[src/rtl/cdt_pkg.sv]
package cdt_pkg;
  localparam int unsigned DOM_N = 8;
  localparam int unsigned RAT_W = 8;

  localparam int DOM_CPU   = 0;
  localparam int DOM_LBUS  = 1;
  localparam int DOM_PBUS  = 2;
  localparam int DOM_EBUS  = 3;
  localparam int DOM_MAL   = 4;
  localparam int DOM_PCI   = 5;
  localparam int DOM_UART0 = 6;
  localparam int DOM_UART1 = 7;

  localparam int unsigned ADR_MODE0 = 32'h0F0;
  localparam int unsigned ADR_BOOT  = 32'h0F1;
  localparam int unsigned ADR_CTL   = 32'h0F3;
  localparam int unsigned ADR_MODE1 = 32'h0F4;
  localparam int unsigned ADR_UCR   = 32'h0F5;
  localparam int unsigned ADR_RSN   = 32'h0F6;
  localparam int unsigned ADR_ID    = 32'h0F7;
  localparam int unsigned ADR_PCI   = 32'h0F9;

  localparam logic [31:0] MSK_MODE0 = 32'h0063_3333;
  localparam logic [31:0] MSK_MODE1 = 32'hC0F7_3FFF;
  localparam logic [31:0] MSK_UCR   = 32'h003F_7F7F;
  localparam logic [31:0] MSK_CTL   = 32'hC000_00F3;

  localparam logic [31:0] RST_MODE0 = 32'h0002_1002;
  localparam logic [31:0] RST_MODE1 = 32'h80A5_52BE;
  localparam logic [31:0] RST_UCR   = 32'h0000_4646;
  localparam logic [31:0] RST_BOOT  = 32'h0000_0010;
  localparam logic [31:0] RST_RSN   = 32'h0004_0000;
  localparam logic [31:0] ID_WORD   = 32'h2026_7049;

  // Parent domain of each divider; -1 means the fast clock itself.
  function automatic int parent_of(input int d);
    case (d)
      DOM_LBUS:                             return DOM_CPU;
      DOM_PBUS, DOM_EBUS, DOM_MAL, DOM_PCI: return DOM_LBUS;
      default:                              return -1;
    endcase
  endfunction

  // Division ratio of a domain, decoded from the configuration words.
  function automatic logic [RAT_W-1:0] ratio_of(input int d, input logic [31:0] m0,
                                                 input logic [31:0] ucr);
    case (d)
      DOM_CPU:   return RAT_W'(m0[21:20]) + RAT_W'(1);
      DOM_LBUS:  return RAT_W'(m0[17:16]) + RAT_W'(1);
      DOM_PBUS:  return RAT_W'(m0[13:12]) + RAT_W'(1);
      DOM_EBUS:  return RAT_W'(m0[9:8]) + RAT_W'(2);
      DOM_MAL:   return RAT_W'(m0[5:4]) + RAT_W'(1);
      DOM_PCI:   return RAT_W'(m0[1:0]) + RAT_W'(1);
      DOM_UART0: return (ucr[6:0] == 7'd0) ? RAT_W'(128) : RAT_W'(ucr[6:0]);
      default:   return (ucr[14:8] == 7'd0) ? RAT_W'(128) : RAT_W'(ucr[14:8]);
    endcase
  endfunction
endpackage

[src/rtl/cdt_div.sv]
module cdt_div #(
  parameter int unsigned W = 8
) (
  input  logic         clk,
  input  logic         rst_n,
  input  logic         reload,
  input  logic         tick_in,
  input  logic [W-1:0] ratio,
  output logic         tick_out
);
  logic [W-1:0] cnt_q;
  logic         at_zero;

  assign at_zero  = (cnt_q == '0);
  assign tick_out = tick_in & ~reload & at_zero;

  always_ff @(posedge clk or negedge rst_n) begin
    if (!rst_n)       cnt_q <= '0;
    else if (reload)  cnt_q <= ratio - W'(1);
    else if (tick_in) cnt_q <= at_zero ? ratio - W'(1) : cnt_q - W'(1);
  end
endmodule

[src/rtl/cdt_pll_chk.sv]
module cdt_pll_chk #(
  parameter int unsigned REF_MHZ     = 25,
  parameter int unsigned VCO_MIN_MHZ = 500,
  parameter int unsigned VCO_MAX_MHZ = 1000
) (
  input  logic [31:0] mode1,
  output logic        pll_sel,
  output logic        cfg_err
);
  logic [4:0]  mult;
  logic [3:0]  fwd;
  logic [31:0] vco;

  always_comb begin
    pll_sel = mode1[31] & ~mode1[30];
    mult    = (mode1[23:20] == 4'd0) ? 5'd16 : {1'b0, mode1[23:20]};
    fwd     = 4'd8 - {1'b0, mode1[18:16]};
    vco     = REF_MHZ * 32'(mult) * 32'(fwd);
    cfg_err = pll_sel && ((vco < VCO_MIN_MHZ) || (vco > VCO_MAX_MHZ));
  end
endmodule

[src/rtl/cdt_regs.sv]
module cdt_regs import cdt_pkg::*; #(
  parameter int unsigned ADDR_W = 10
) (
  input  logic              clk,
  input  logic              rst_n,
  input  logic              reg_en,
  input  logic              reg_we,
  input  logic [ADDR_W-1:0] reg_addr,
  input  logic [31:0]       reg_wdata,
  input  logic              pll_sel,
  output logic [31:0]       reg_rdata,
  output logic [31:0]       mode0,
  output logic [31:0]       mode1,
  output logic [31:0]       ucr,
  output logic              div_cfg_wr
);
  localparam logic [ADDR_W-1:0] AW_MODE0 = ADDR_W'(ADR_MODE0);
  localparam logic [ADDR_W-1:0] AW_BOOT  = ADDR_W'(ADR_BOOT);
  localparam logic [ADDR_W-1:0] AW_CTL   = ADDR_W'(ADR_CTL);
  localparam logic [ADDR_W-1:0] AW_MODE1 = ADDR_W'(ADR_MODE1);
  localparam logic [ADDR_W-1:0] AW_UCR   = ADDR_W'(ADR_UCR);
  localparam logic [ADDR_W-1:0] AW_RSN   = ADDR_W'(ADR_RSN);
  localparam logic [ADDR_W-1:0] AW_ID    = ADDR_W'(ADR_ID);
  localparam logic [ADDR_W-1:0] AW_PCI   = ADDR_W'(ADR_PCI);

  logic [31:0] ctl_q, rsn_q, pci_q;
  logic        lock_q;
  logic        wr;

  assign wr         = reg_en & reg_we;
  assign div_cfg_wr = wr && (reg_addr == AW_MODE0 || reg_addr == AW_MODE1 ||
                             reg_addr == AW_UCR);

  always_ff @(posedge clk or negedge rst_n) begin
    if (!rst_n) begin
      mode0 <= RST_MODE0;
      mode1 <= RST_MODE1;
      ucr   <= RST_UCR;
      ctl_q <= '0;
      rsn_q <= RST_RSN;
      pci_q <= '0;
    end else if (wr) begin
      case (reg_addr)
        AW_MODE0: mode0 <= reg_wdata & MSK_MODE0;
        AW_MODE1: mode1 <= reg_wdata & MSK_MODE1;
        AW_UCR:   ucr   <= reg_wdata & MSK_UCR;
        AW_CTL:   ctl_q <= reg_wdata & MSK_CTL;
        AW_RSN:   rsn_q <= reg_wdata;
        AW_PCI:   pci_q <= reg_wdata;
        default:  ;
      endcase
    end
  end

  // Lock indication: set while the PLL path is used, cleared by the bypass bit.
  always_ff @(posedge clk or negedge rst_n) begin
    if (!rst_n)        lock_q <= 1'b1;
    else if (pll_sel)  lock_q <= 1'b1;
    else if (mode1[30]) lock_q <= 1'b0;
  end

  always_comb begin
    case (reg_addr)
      AW_MODE0: reg_rdata = mode0;
      AW_BOOT:  reg_rdata = RST_BOOT | {31'd0, lock_q};
      AW_CTL:   reg_rdata = ctl_q;
      AW_MODE1: reg_rdata = mode1;
      AW_UCR:   reg_rdata = ucr;
      AW_RSN:   reg_rdata = rsn_q;
      AW_ID:    reg_rdata = ID_WORD;
      AW_PCI:   reg_rdata = pci_q;
      default:  reg_rdata = '0;
    endcase
  end
endmodule

[src/rtl/clk_div_tree.sv]
module clk_div_tree import cdt_pkg::*; #(
  parameter int unsigned ADDR_W      = 10,
  parameter int unsigned REF_MHZ     = 25,
  parameter int unsigned VCO_MIN_MHZ = 500,
  parameter int unsigned VCO_MAX_MHZ = 1000,
  parameter int unsigned CNT_W       = 8
) (
  input  logic              clk,
  input  logic              rst_n,
  input  logic              reg_en,
  input  logic              reg_we,
  input  logic [ADDR_W-1:0] reg_addr,
  input  logic [31:0]       reg_wdata,
  output logic [31:0]       reg_rdata,
  output logic              pll_sel,
  output logic              cfg_err,
  output logic [DOM_N-1:0]  clk_en
);
  logic [31:0] mode0, mode1, ucr;
  logic        div_cfg_wr;
  logic        reload_q;

  cdt_regs #(.ADDR_W(ADDR_W)) u_regs (
    .clk        (clk),
    .rst_n      (rst_n),
    .reg_en     (reg_en),
    .reg_we     (reg_we),
    .reg_addr   (reg_addr),
    .reg_wdata  (reg_wdata),
    .pll_sel    (pll_sel),
    .reg_rdata  (reg_rdata),
    .mode0      (mode0),
    .mode1      (mode1),
    .ucr        (ucr),
    .div_cfg_wr (div_cfg_wr)
  );

  cdt_pll_chk #(
    .REF_MHZ     (REF_MHZ),
    .VCO_MIN_MHZ (VCO_MIN_MHZ),
    .VCO_MAX_MHZ (VCO_MAX_MHZ)
  ) u_pll (
    .mode1   (mode1),
    .pll_sel (pll_sel),
    .cfg_err (cfg_err)
  );

  // One restart cycle after reset and after every divider reconfiguration.
  always_ff @(posedge clk or negedge rst_n) begin
    if (!rst_n) reload_q <= 1'b1;
    else        reload_q <= div_cfg_wr;
  end

  for (genvar d = 0; d < DOM_N; d++) begin : g_dom
    localparam int PAR = parent_of(d);
    logic             par_tick;
    logic [CNT_W-1:0] ratio;

    if (PAR < 0) begin : g_root
      assign par_tick = 1'b1;
    end else begin : g_leaf
      assign par_tick = clk_en[PAR];
    end

    assign ratio = CNT_W'(ratio_of(d, mode0, ucr));

    cdt_div #(.W(CNT_W)) u_div (
      .clk      (clk),
      .rst_n    (rst_n),
      .reload   (reload_q),
      .tick_in  (par_tick),
      .ratio    (ratio),
      .tick_out (clk_en[d])
    );
  end
endmodule

[config.mk]
export PLATFORM = sky130hd
export DESIGN_NAME = clk_div_tree
export DESIGN_NICKNAME = d
export VERILOG_FILES = /design/src/rtl/cdt_pkg.sv /design/src/rtl/cdt_div.sv /design/src/rtl/cdt_pll_chk.sv /design/src/rtl/cdt_regs.sv /design/src/rtl/clk_div_tree.sv
export SDC_FILE = /design/constraint.sdc
export NUM_CORES = 1
export LEC_CHECK = 0
export ABC_AREA = 1
export BUFFER_PORTS_ARGS = -buffer_cell sky130_fd_sc_hd__buf_2
export CORE_MARGIN = 2
export CORE_UTILIZATION = 60
export DETAILED_ROUTE_END_ITERATION = 16
export PLACE_DENSITY_LB_ADDON = 0.12
export SYNTH_ARGS = -nofsm -noshare
export SYNTH_HDL_FRONTEND = slang
export SYNTH_SLANG_ARGS = --single-unit
[constraint.sdc]
create_clock -name clk -period 13.4 [get_ports clk]
set_clock_uncertainty 0.1 [all_clocks]
set_input_delay 2.01 -clock clk [delete_from_list [all_inputs] [get_ports clk]]
set_output_delay 2.01 -clock clk [all_outputs]
set_load 0.005 [all_outputs]
==> run summary, run 1 <==
The run finished with clean final reports. The wire length reported by the detailed router was 27.26 mm; the total via count after detailed routing was 9656. After synthesis, the mean cell area works out to 7.843 um2. In this run the critical register-to-register path is captured at g_dom[5].u_div.cnt_q[5]$_DFFE_PN0P_. The overall fraction of global-route tracks in use came out at 28.23%. For the total negative setup slack, the log shows 0 ns. Clock latency on the worst-skew pair, taken at its later pin, is 0.44 ns. The count of flip-flops with a built-in enable after synthesis works out to 0. The number of buffers on the longest clock path is 2, and the effective utilization at floorplan is 61.34%. The worst setup path category is flop to output port.

The full die area was 20250 um2; the async set-or-reset flop fraction in the synthesized netlist was 100.0%. The die is 142.3 um tall. On the critical path, the stage with the largest delay is an instance of sky130_fd_sc_hd__dfstp_2.

At the end of routability-driven placement, the weighted congestion stood at 0.8831. Once the clock tree was built, the setup fixing pass inserted 0 buffers. Peak fanout along the critical path: 6.

Count of input and output buffers: 87. STA classifies the critical path startpoint as a flop. TritonCTS built the clock tree. The path class of the lowest-slack min-delay path was flop to flop. Yosys printed 0 warnings. The first global-routing pass estimated 45.55 mm of wire. The post-synth net total is 1574, and the fraction of layout cells with a size suffix above 1 is 12.17%. The run gives 45.00% as the met2 capacity usage during global routing. Before CTS, the worst setup slack after placement is 6.051 ns. The cell type contributing the most total cell area after synthesis is sky130_fd_sc_hd__dfrtp_1. The clock tree synthesis step divided the H-tree into 4 levels.

The CTS root buffer was sky130_fd_sc_hd__clkbuf_16. Tracing the worst setup path back leads to its startpoint at u_regs.mode1[23]$_DFFE_PN1P_. Number of placement rows: 50.

The tools report the kind of capture point of the worst setup path as an output port. In this run the most critical hold path is launched from g_dom[0].u_div.cnt_q[0]$_DFF_PN0_. The run gives 0 as the global-route congestion overflow total. By area the synthesized netlist is led by sky130_fd_sc_hd__dfrtp_1 37%, sky130_fd_sc_hd__nand2_1 13%, sky130_fd_sc_hd__o21ai_0 6.9%, sky130_fd_sc_hd__inv_1 6.9%, sky130_fd_sc_hd__dfstp_2 6.0%. The number of sinks handled by clock tree synthesis came out at 194. The via count of the first global-routing pass is 9336. Using the TritonRoute via totals, the vias-per-cell ratio works out to 5.449.

Clock-pin slew was measured on the worst setup and hold paths at 0.08 ns. The data required time of the critical path came out at 11.29 ns. The tools report the total of endpoints with negative setup slack in the final report as 0.

The smallest clock period supported by the final layout is computed as 7.816 ns. Worst reg2reg path depth: 11. After layout, the worst path uses 58.33% of the clock period. The die is 142.3 um wide.

For met1 alone, demand over resource in global routing was 39.95%. The highest achievable clock rate is 127.9 MHz. The tools report the count of routing violations after the opening detailed-route iteration as 732. The tools report the worst hold path endpoint as g_dom[0].u_div.cnt_q[0]$_DFF_PN0_. Worst hold path depth: 1. After global routing, the most crowded layer is met2. By count the netlist is led by 397 x sky130_fd_sc_hd__nand2_1, 210 x sky130_fd_sc_hd__inv_1, 168 x sky130_fd_sc_hd__dfrtp_1, 159 x sky130_fd_sc_hd__o21ai_0, 103 x sky130_fd_sc_hd__nor2_1.

The logs give 0 for the final number of hold-violating endpoints and 0 for the remaining number of nets flagged by the antenna check after routing. The signed area change from the synthesized netlist to the final layout came out at 9.334%. The standard cell core area was 18710 um2; the initial antenna violation count was 1.

The run gives 5.584 ns as the final critical-path setup slack. Counting the buffers created by CTS gives 17. The synthesized design devotes to its leading area cell type 36.64% of total area. Tightest slew margin relative to the limit: 23.51%. Power spread over the standard cell area amounts to 129.9 nW/um2. The commonest register cell after synthesis is sky130_fd_sc_hd__dfrtp_1. The run gives 0 as the number of max-slew violations in the final report. Setup repair after global routing left no endpoint under its margin. The delay of the slowest cell on the worst path came out at 0.58 ns. The logs give 0 for the max-capacitance violation count and 4.475% for the met3 usage in global routing. The startpoint identified for the worst register-to-register timing path is g_dom[0].u_div.cnt_q[0]$_DFF_PN0_. Synthesis produced a netlist whose cell count is 1463. The cell area that synthesis handed to floorplanning was 11470 um2.

Among the stages of the critical path, the cell type that occurs most often is sky130_fd_sc_hd__nand2_1. The number of remaining DRC errors was 0; the worst-case register-to-register setup slack was 10.87 ns. In this run the static leakage power is 6.473 nW. Before antenna repair, the detailed router went through 5 iterations. Entering global routing, the biggest net connects 118 pins. VDD sags by at most 88.33 uV.

Data on the critical path arrives at its endpoint at 5.71 ns. The I/O pin total came out at 88. The half-perimeter wire length after placement came out at 19.07 mm. The share of the Yosys chip area taken by registers is 42.59%. The worst-margin pin slew works out to 1.143 ns. The distinct cell type count of the synthesized netlist is 51, and the detailed-route wire length per cell is 15.38 um.

The number of register bits inferred by synthesis is 194, and the number of buffers inserted by hold repair at cts is 0. The most frequent cell after synthesis was sky130_fd_sc_hd__nand2_1. In this run, post-CTS repair resized a total of 0 instances. The number of nets in the final layout is 1635.
[stage by stage]
stage | std cells | area [um2] | hold WS (ns) | total power, mW | util [%]
final | 1772 | 12550 | 0.3418 | 1.630 | 67.07
after global routing | 1772 | 12550 | 0.3731 | 1.733 | 67.07
after CTS | 1771 | 12540 | 0.3342 | 1.632 | 67.06
after detailed placement | 1739 | 11960 | 0.3237 | 1.115 | 63.91
after global placement | 1739 | 11960 | 0.3180 | 1.099 | 63.91
after floorplan | 1463 | 11470 | 0.3032 | 1.023 | -
[power breakdown]
part | switching [mW] | leakage [nW] | internal (mW)
combinational | 0.225 | 3.68 | 0.143
sequential | 0.0657 | 2.51 | 0.675
clock | 0.254 | 0.287 | 0.266
total | 0.545 | 6.47 | 1.08
[cells in the final DEF, fill, tap and decap left out, types with 3 or more instances in the layout]
cell / netlist / routed
sky130_fd_sc_hd__nand2_1: 397 / 397
sky130_fd_sc_hd__xor2_1: 30 / 30
sky130_fd_sc_hd__inv_1: 210 / 210
sky130_fd_sc_hd__o22ai_1: 9 / 9
sky130_fd_sc_hd__buf_4: 9 / 3
sky130_fd_sc_hd__a21oi_1: 35 / 35
sky130_fd_sc_hd__xnor2_1: 10 / 10
sky130_fd_sc_hd__nand4_1: 22 / 22
sky130_fd_sc_hd__o211ai_1: 3 / 3
sky130_fd_sc_hd__nand2_4: 3 / 3
sky130_fd_sc_hd__inv_6: 0 / 4
sky130_fd_sc_hd__o21ai_2: 14 / 14
sky130_fd_sc_hd__nor2_1: 103 / 103
sky130_fd_sc_hd__buf_2: 14 / 86
sky130_fd_sc_hd__nand2_2: 5 / 5
sky130_fd_sc_hd__o21ai_0: 159 / 159
sky130_fd_sc_hd__or2_2: 3 / 3
sky130_fd_sc_hd__a22oi_1: 3 / 3
sky130_fd_sc_hd__o21ai_1: 26 / 26
sky130_fd_sc_hd__dfstp_2: 26 / 26
sky130_fd_sc_hd__nor4_4: 3 / 3
sky130_fd_sc_hd__dfrtp_1: 168 / 168
sky130_fd_sc_hd__fa_1: 17 / 17
sky130_fd_sc_hd__nand3_1: 51 / 51
sky130_fd_sc_hd__inv_2: 7 / 7
sky130_fd_sc_hd__a221oi_1: 3 / 3
sky130_fd_sc_hd__nor3_1: 19 / 19
sky130_fd_sc_hd__inv_8: 0 / 5
sky130_fd_sc_hd__or3_1: 3 / 3
sky130_fd_sc_hd__o2111ai_1: 7 / 7
sky130_fd_sc_hd__a22o_1: 6 / 6
sky130_fd_sc_hd__clkbuf_16: 0 / 17
sky130_fd_sc_hd__ha_1: 48 / 48
sky130_fd_sc_hd__nor3b_1: 3 / 3
[flip-flops by register name, summed over array words and instances, names as in the netlist]
name	flops
g_dom.u_div.cnt_q	64
reload_q	1
u_regs.ctl_q	8
u_regs.lock_q	1
u_regs.mode0	12
u_regs.mode1	24
u_regs.pci_q	32
u_regs.rsn_q	32
u_regs.ucr	20
[cells by family (layout without fill, tap and decap cells)]
logic type | count (synthesis) | after routing | synth area share [%]
buffers and inverters | 267 | 341 | 9.595
AOI/OAI and AO/OA | 274 | 274 | 13.43
xor gates and xnor gates | 40 | 40 | 3.053
DFF | 194 | 194 | 42.59
other | 1 | 2 | 0.03268
muxes | 2 | 2 | 0.1745
and+or+nand+nor | 620 | 620 | 22.92
adders and majority gates | 65 | 65 | 8.200
[worst max path at each step]
stage	endpoint	slack, ns	cells after the start
6_report	cfg_err	5.58	30
5_1_grt	cfg_err	5.13	30
4_1_cts	cfg_err	5.57	30
3_5_place_dp	cfg_err	6.05	30
3_3_place_gp	cfg_err	6.21	31
2_1_floorplan	cfg_err	6.56	30
[layer usage]
metal	wire length [um]	vias up
met1	12720	4557
met3	1280	47
li1	-	4799
met2	12620	253
met5	0	-
met4	639	0
[area by class of cell]
type                       count  area (um2)
timing repair buffer          90       466.7
antenna                        1       2.502
inverter                     219       822.0
clock inverter                15       162.7
multi-input combinational   1002        5487
tap                          234       292.8
fill                        1579        6160
clock buffer                  17       425.4
sequential                   194        4887
[worst max-delay path: cells and delay by family, from the launching register on]
kind,cells,cell delay (ns)
buffers and inverters,6,0.39
AND/OR/NAND/NOR,17,1.76
adder cells (fa/ha/maj),7,2.49
flip-flops,1,0.58
No activity file was read; power rests on OpenSTA's default activity.
==> inputs of run 2 (changes only) <==
Clock period 13.4 ns to 7.39 ns, I/O delays scaled along.
==> run summary, run 2 (synthesis results as in run 1) <==
The flow ran to the end, and the final reports show no timing, DRC or antenna violations. The total setup buffers inserted after CTS was 0 (unchanged). The wire length on met1 is 12.46 mm (-2.1%), and the depth of the CTS H-tree is 4 (unchanged).

The run gives 88 (unchanged) as the I/O pin total. The tools report the total cell area at the placement stage as 11960 um2 (unchanged). The count of routing violations after the opening detailed-route iteration is 804 (+9.8%), and the met2 wire length is 12.57 mm (-0.37%). Total of endpoints with negative setup slack in the final report: 0 (unchanged).

Cell at the slowest stage of the critical path: sky130_fd_sc_hd__dfstp_2. The full die area was 20250 um2 (unchanged); the post-route fraction of the period consumed by the critical path was 93.07%. The via count of the first global-routing pass was 9006 (-3.5%); the wire length reported by the detailed router was 26.96 mm (-1.1%). The tools report the number of placement rows as 50 (unchanged). Global-route congestion overflow total: 0 (unchanged). STA classifies the critical path startpoint as a flop. The worst-margin pin slew was 1.179 ns (+0.03612 ns); the maximum vdd drop was 180.2 uV (+100%). The via density per instance works out to 5.449 (about the same). The logs give 0 (unchanged) for the final number of hold-violating endpoints and 5 (unchanged) for the number of search-and-repair iterations in the first detailed-routing pass.

The number of buffers inserted by hold repair at cts was 0 (unchanged). The top routing layer in use was met4. The time the final worst path needs with I/O delays and setup came out at 6.878 ns. The total via count after detailed routing is 9655 (-0.010%), and the worst reg2reg path depth is 11 (unchanged). The areal power density over the cells works out to 236.6 nW/um2 (+82%).

The highest achievable clock rate was 145.4 MHz; the number of remaining DRC errors was 0 (unchanged). The data required time of the critical path is 6.18 ns (-5.11 ns). The count of input and output buffers came out at 87 (unchanged).

Setup repair after global routing left no endpoint under its margin. The end-of-flow core utilization is 67.34% (+0.27 points), and the clock slew at the register clock pins of the worst setup and hold paths is 0.09 ns (about the same). The half-perimeter wire length after placement was 18.96 mm (-0.55%). The number of max-slew violations in the final report is 0 (unchanged). The static power due to leakage was 6.495 nW (+0.34%); the initial antenna violation count was 0 (-1). The number of nets in the final layout came out at 1635 (unchanged). Number of flip-flops under the largest register name: 64 (unchanged). Count of cells resized by post-cts repair: 0 (unchanged). The tools report the number of buffers on the longest clock path as 2 (unchanged).

The run gives 5.67 ns (-0.04 ns) as the arrival time of data at the critical path endpoint. In the layout the commonest cells are 397 x sky130_fd_sc_hd__nand2_1, 210 x sky130_fd_sc_hd__inv_1, 168 x sky130_fd_sc_hd__dfrtp_1. The peak fanout along the critical path was 6 (unchanged); the worst hold slack across all endpoints was 0.3434 ns (+0.001547 ns). The total negative setup slack was 0 ns (unchanged).

The worst setup path category was flop to output port. The largest register by flop count is g_dom.u_div.cnt_q. The cell that appears most often on the critical path is sky130_fd_sc_hd__nand2_1.

The worst hold path depth was 1 (unchanged). CTS placed an instance of sky130_fd_sc_hd__clkbuf_16 at the clock tree root. The logs give 27.86% (-0.37 points) for the overall fraction of global-route tracks in use and 1.405 mm (+9.8%) for the total length of routed met3 wires.

The library cell used most frequently in the layout, excluding fill and tap cells, is sky130_fd_sc_hd__nand2_1. The number of sinks handled by clock tree synthesis is 194 (unchanged), and the maximum number of pins on one net before global-route repair is 113 (-4.2%). The tools report the final cell area excluding filler cells as 12600 um2 (+0.40%). The tools report the standard cell core area as 18710 um2 (unchanged). The overall die width was 142.3 um (unchanged); the fraction of layout cells with a size suffix above 1 was 12.17% (unchanged). Relative to the synthesized area, the layout overhead comes to 9.770%. For the remaining number of nets flagged by the antenna check after routing, the log shows 0 (unchanged). The placer's final routability congestion estimate was 0.8835 (about the same). Height of the chip: 142.3 um (unchanged). In the final layout, the registers with the most flip-flops are g_dom.u_div.cnt_q x64, u_regs.pci_q x32, u_regs.rsn_q x32. The logs give 0.45 ns (about the same) for the later-pin clock latency in the skew report and 17 (unchanged) for the number of CTS-inserted buffers. The worst setup path is captured at an output port. Delay of the slowest cell on the worst path: 0.58 ns (about the same). The detailed-route wire length per cell is 15.21 um (-1.1%). The tightest min-delay check is of the flop to flop type. TritonCTS built the clock tree. The logs give 44.77 mm (-1.7%) for the first-pass GRT wire length and 21.09% (-2.4 points) for the tightest slew margin relative to the limit.

The run gives 61.34% (unchanged) as the effective utilization at floorplan. The max-capacitance violation count came out at 0 (unchanged).
[run 2: path summary, 6_finish.rpt]
| path | start | to | slack (ns) |
|---|---|---|---|
| worst max-delay path | u_regs.mode1[23]$_DFFE_PN1P_ | cfg_err | 0.51 |
| worst min-delay path | g_dom[0].u_div.cnt_q[0]$_DFF_PN0_ | g_dom[0].u_div.cnt_q[0]$_DFF_PN0_ | 0.34 |
| worst min register to register | g_dom[0].u_div.cnt_q[0]$_DFF_PN0_ | g_dom[0].u_div.cnt_q[0]$_DFF_PN0_ | 0.34 |
| worst max register to register | g_dom[0].u_div.cnt_q[0]$_DFF_PN0_ | g_dom[5].u_div.cnt_q[5]$_DFFE_PN0P_ | 4.86 |
| max in group asynchronous | rst_n | g_dom[6].u_div.cnt_q[6]$_DFF_PN0_ | 4.92 |
| min in group asynchronous | rst_n | g_dom[4].u_div.cnt_q[4]$_DFFE_PN0P_ | 0.67 |
[run 2: per-layer routing]
layer  vias to the layer above  global-route usage [%]
met1                      4550                   39.83
met2                       262                   44.67
met4                         0                   8.233
met5                         -                       0
met3                        36                   3.970
li1                       4807                       -
[run 2: report_power, final]
| group | internal (mW) | leakage, nW | switching [mW] | total, mW |
|---|---|---|---|---|
| combinational | 0.259 | 3.68 | 0.394 | 0.653 |
| clock | 0.477 | 0.309 | 0.505 | 0.982 |
| sequential | 1.22 | 2.51 | 0.121 | 1.34 |
[run 2: final cells by class]
cell class | instances | area [um2]
fillers | 1583 | 6110
multi-input cells | 1002 | 5487
flip-flops and latches | 194 | 4887
inverters | 219 | 822.0
repair buffers | 90 | 466.7
clock buffers | 17 | 425.4
well taps | 234 | 292.8
clock inverters | 15 | 212.7
diodes | 1 | 2.502
[run 2: metrics by stage]
step / power (mW) / setup slack, ns / instances
6_report: 2.980 / 0.5123 / 1772
5_1_grt: 3.169 / 0.1010 / 1771
4_1_cts: 2.994 / 0.5003 / 1771
3_3_place_gp: 1.992 / 1.098 / 1739
2_1_floorplan: 1.855 / 1.453 / 1463
3_5_place_dp: 2.015 / 0.9809 / 1739
[run 2: critical path, delay by kind of cell (launching register included)]
| family | cells | cell delay [ns] |
|---|---|---|
| adder cells (fa/ha/maj) | 7 | 2.47 |
| buffers and inverters | 6 | 0.39 |
| flip-flops | 1 | 0.58 |
| AND/OR/NAND/NOR | 17 | 1.76 |
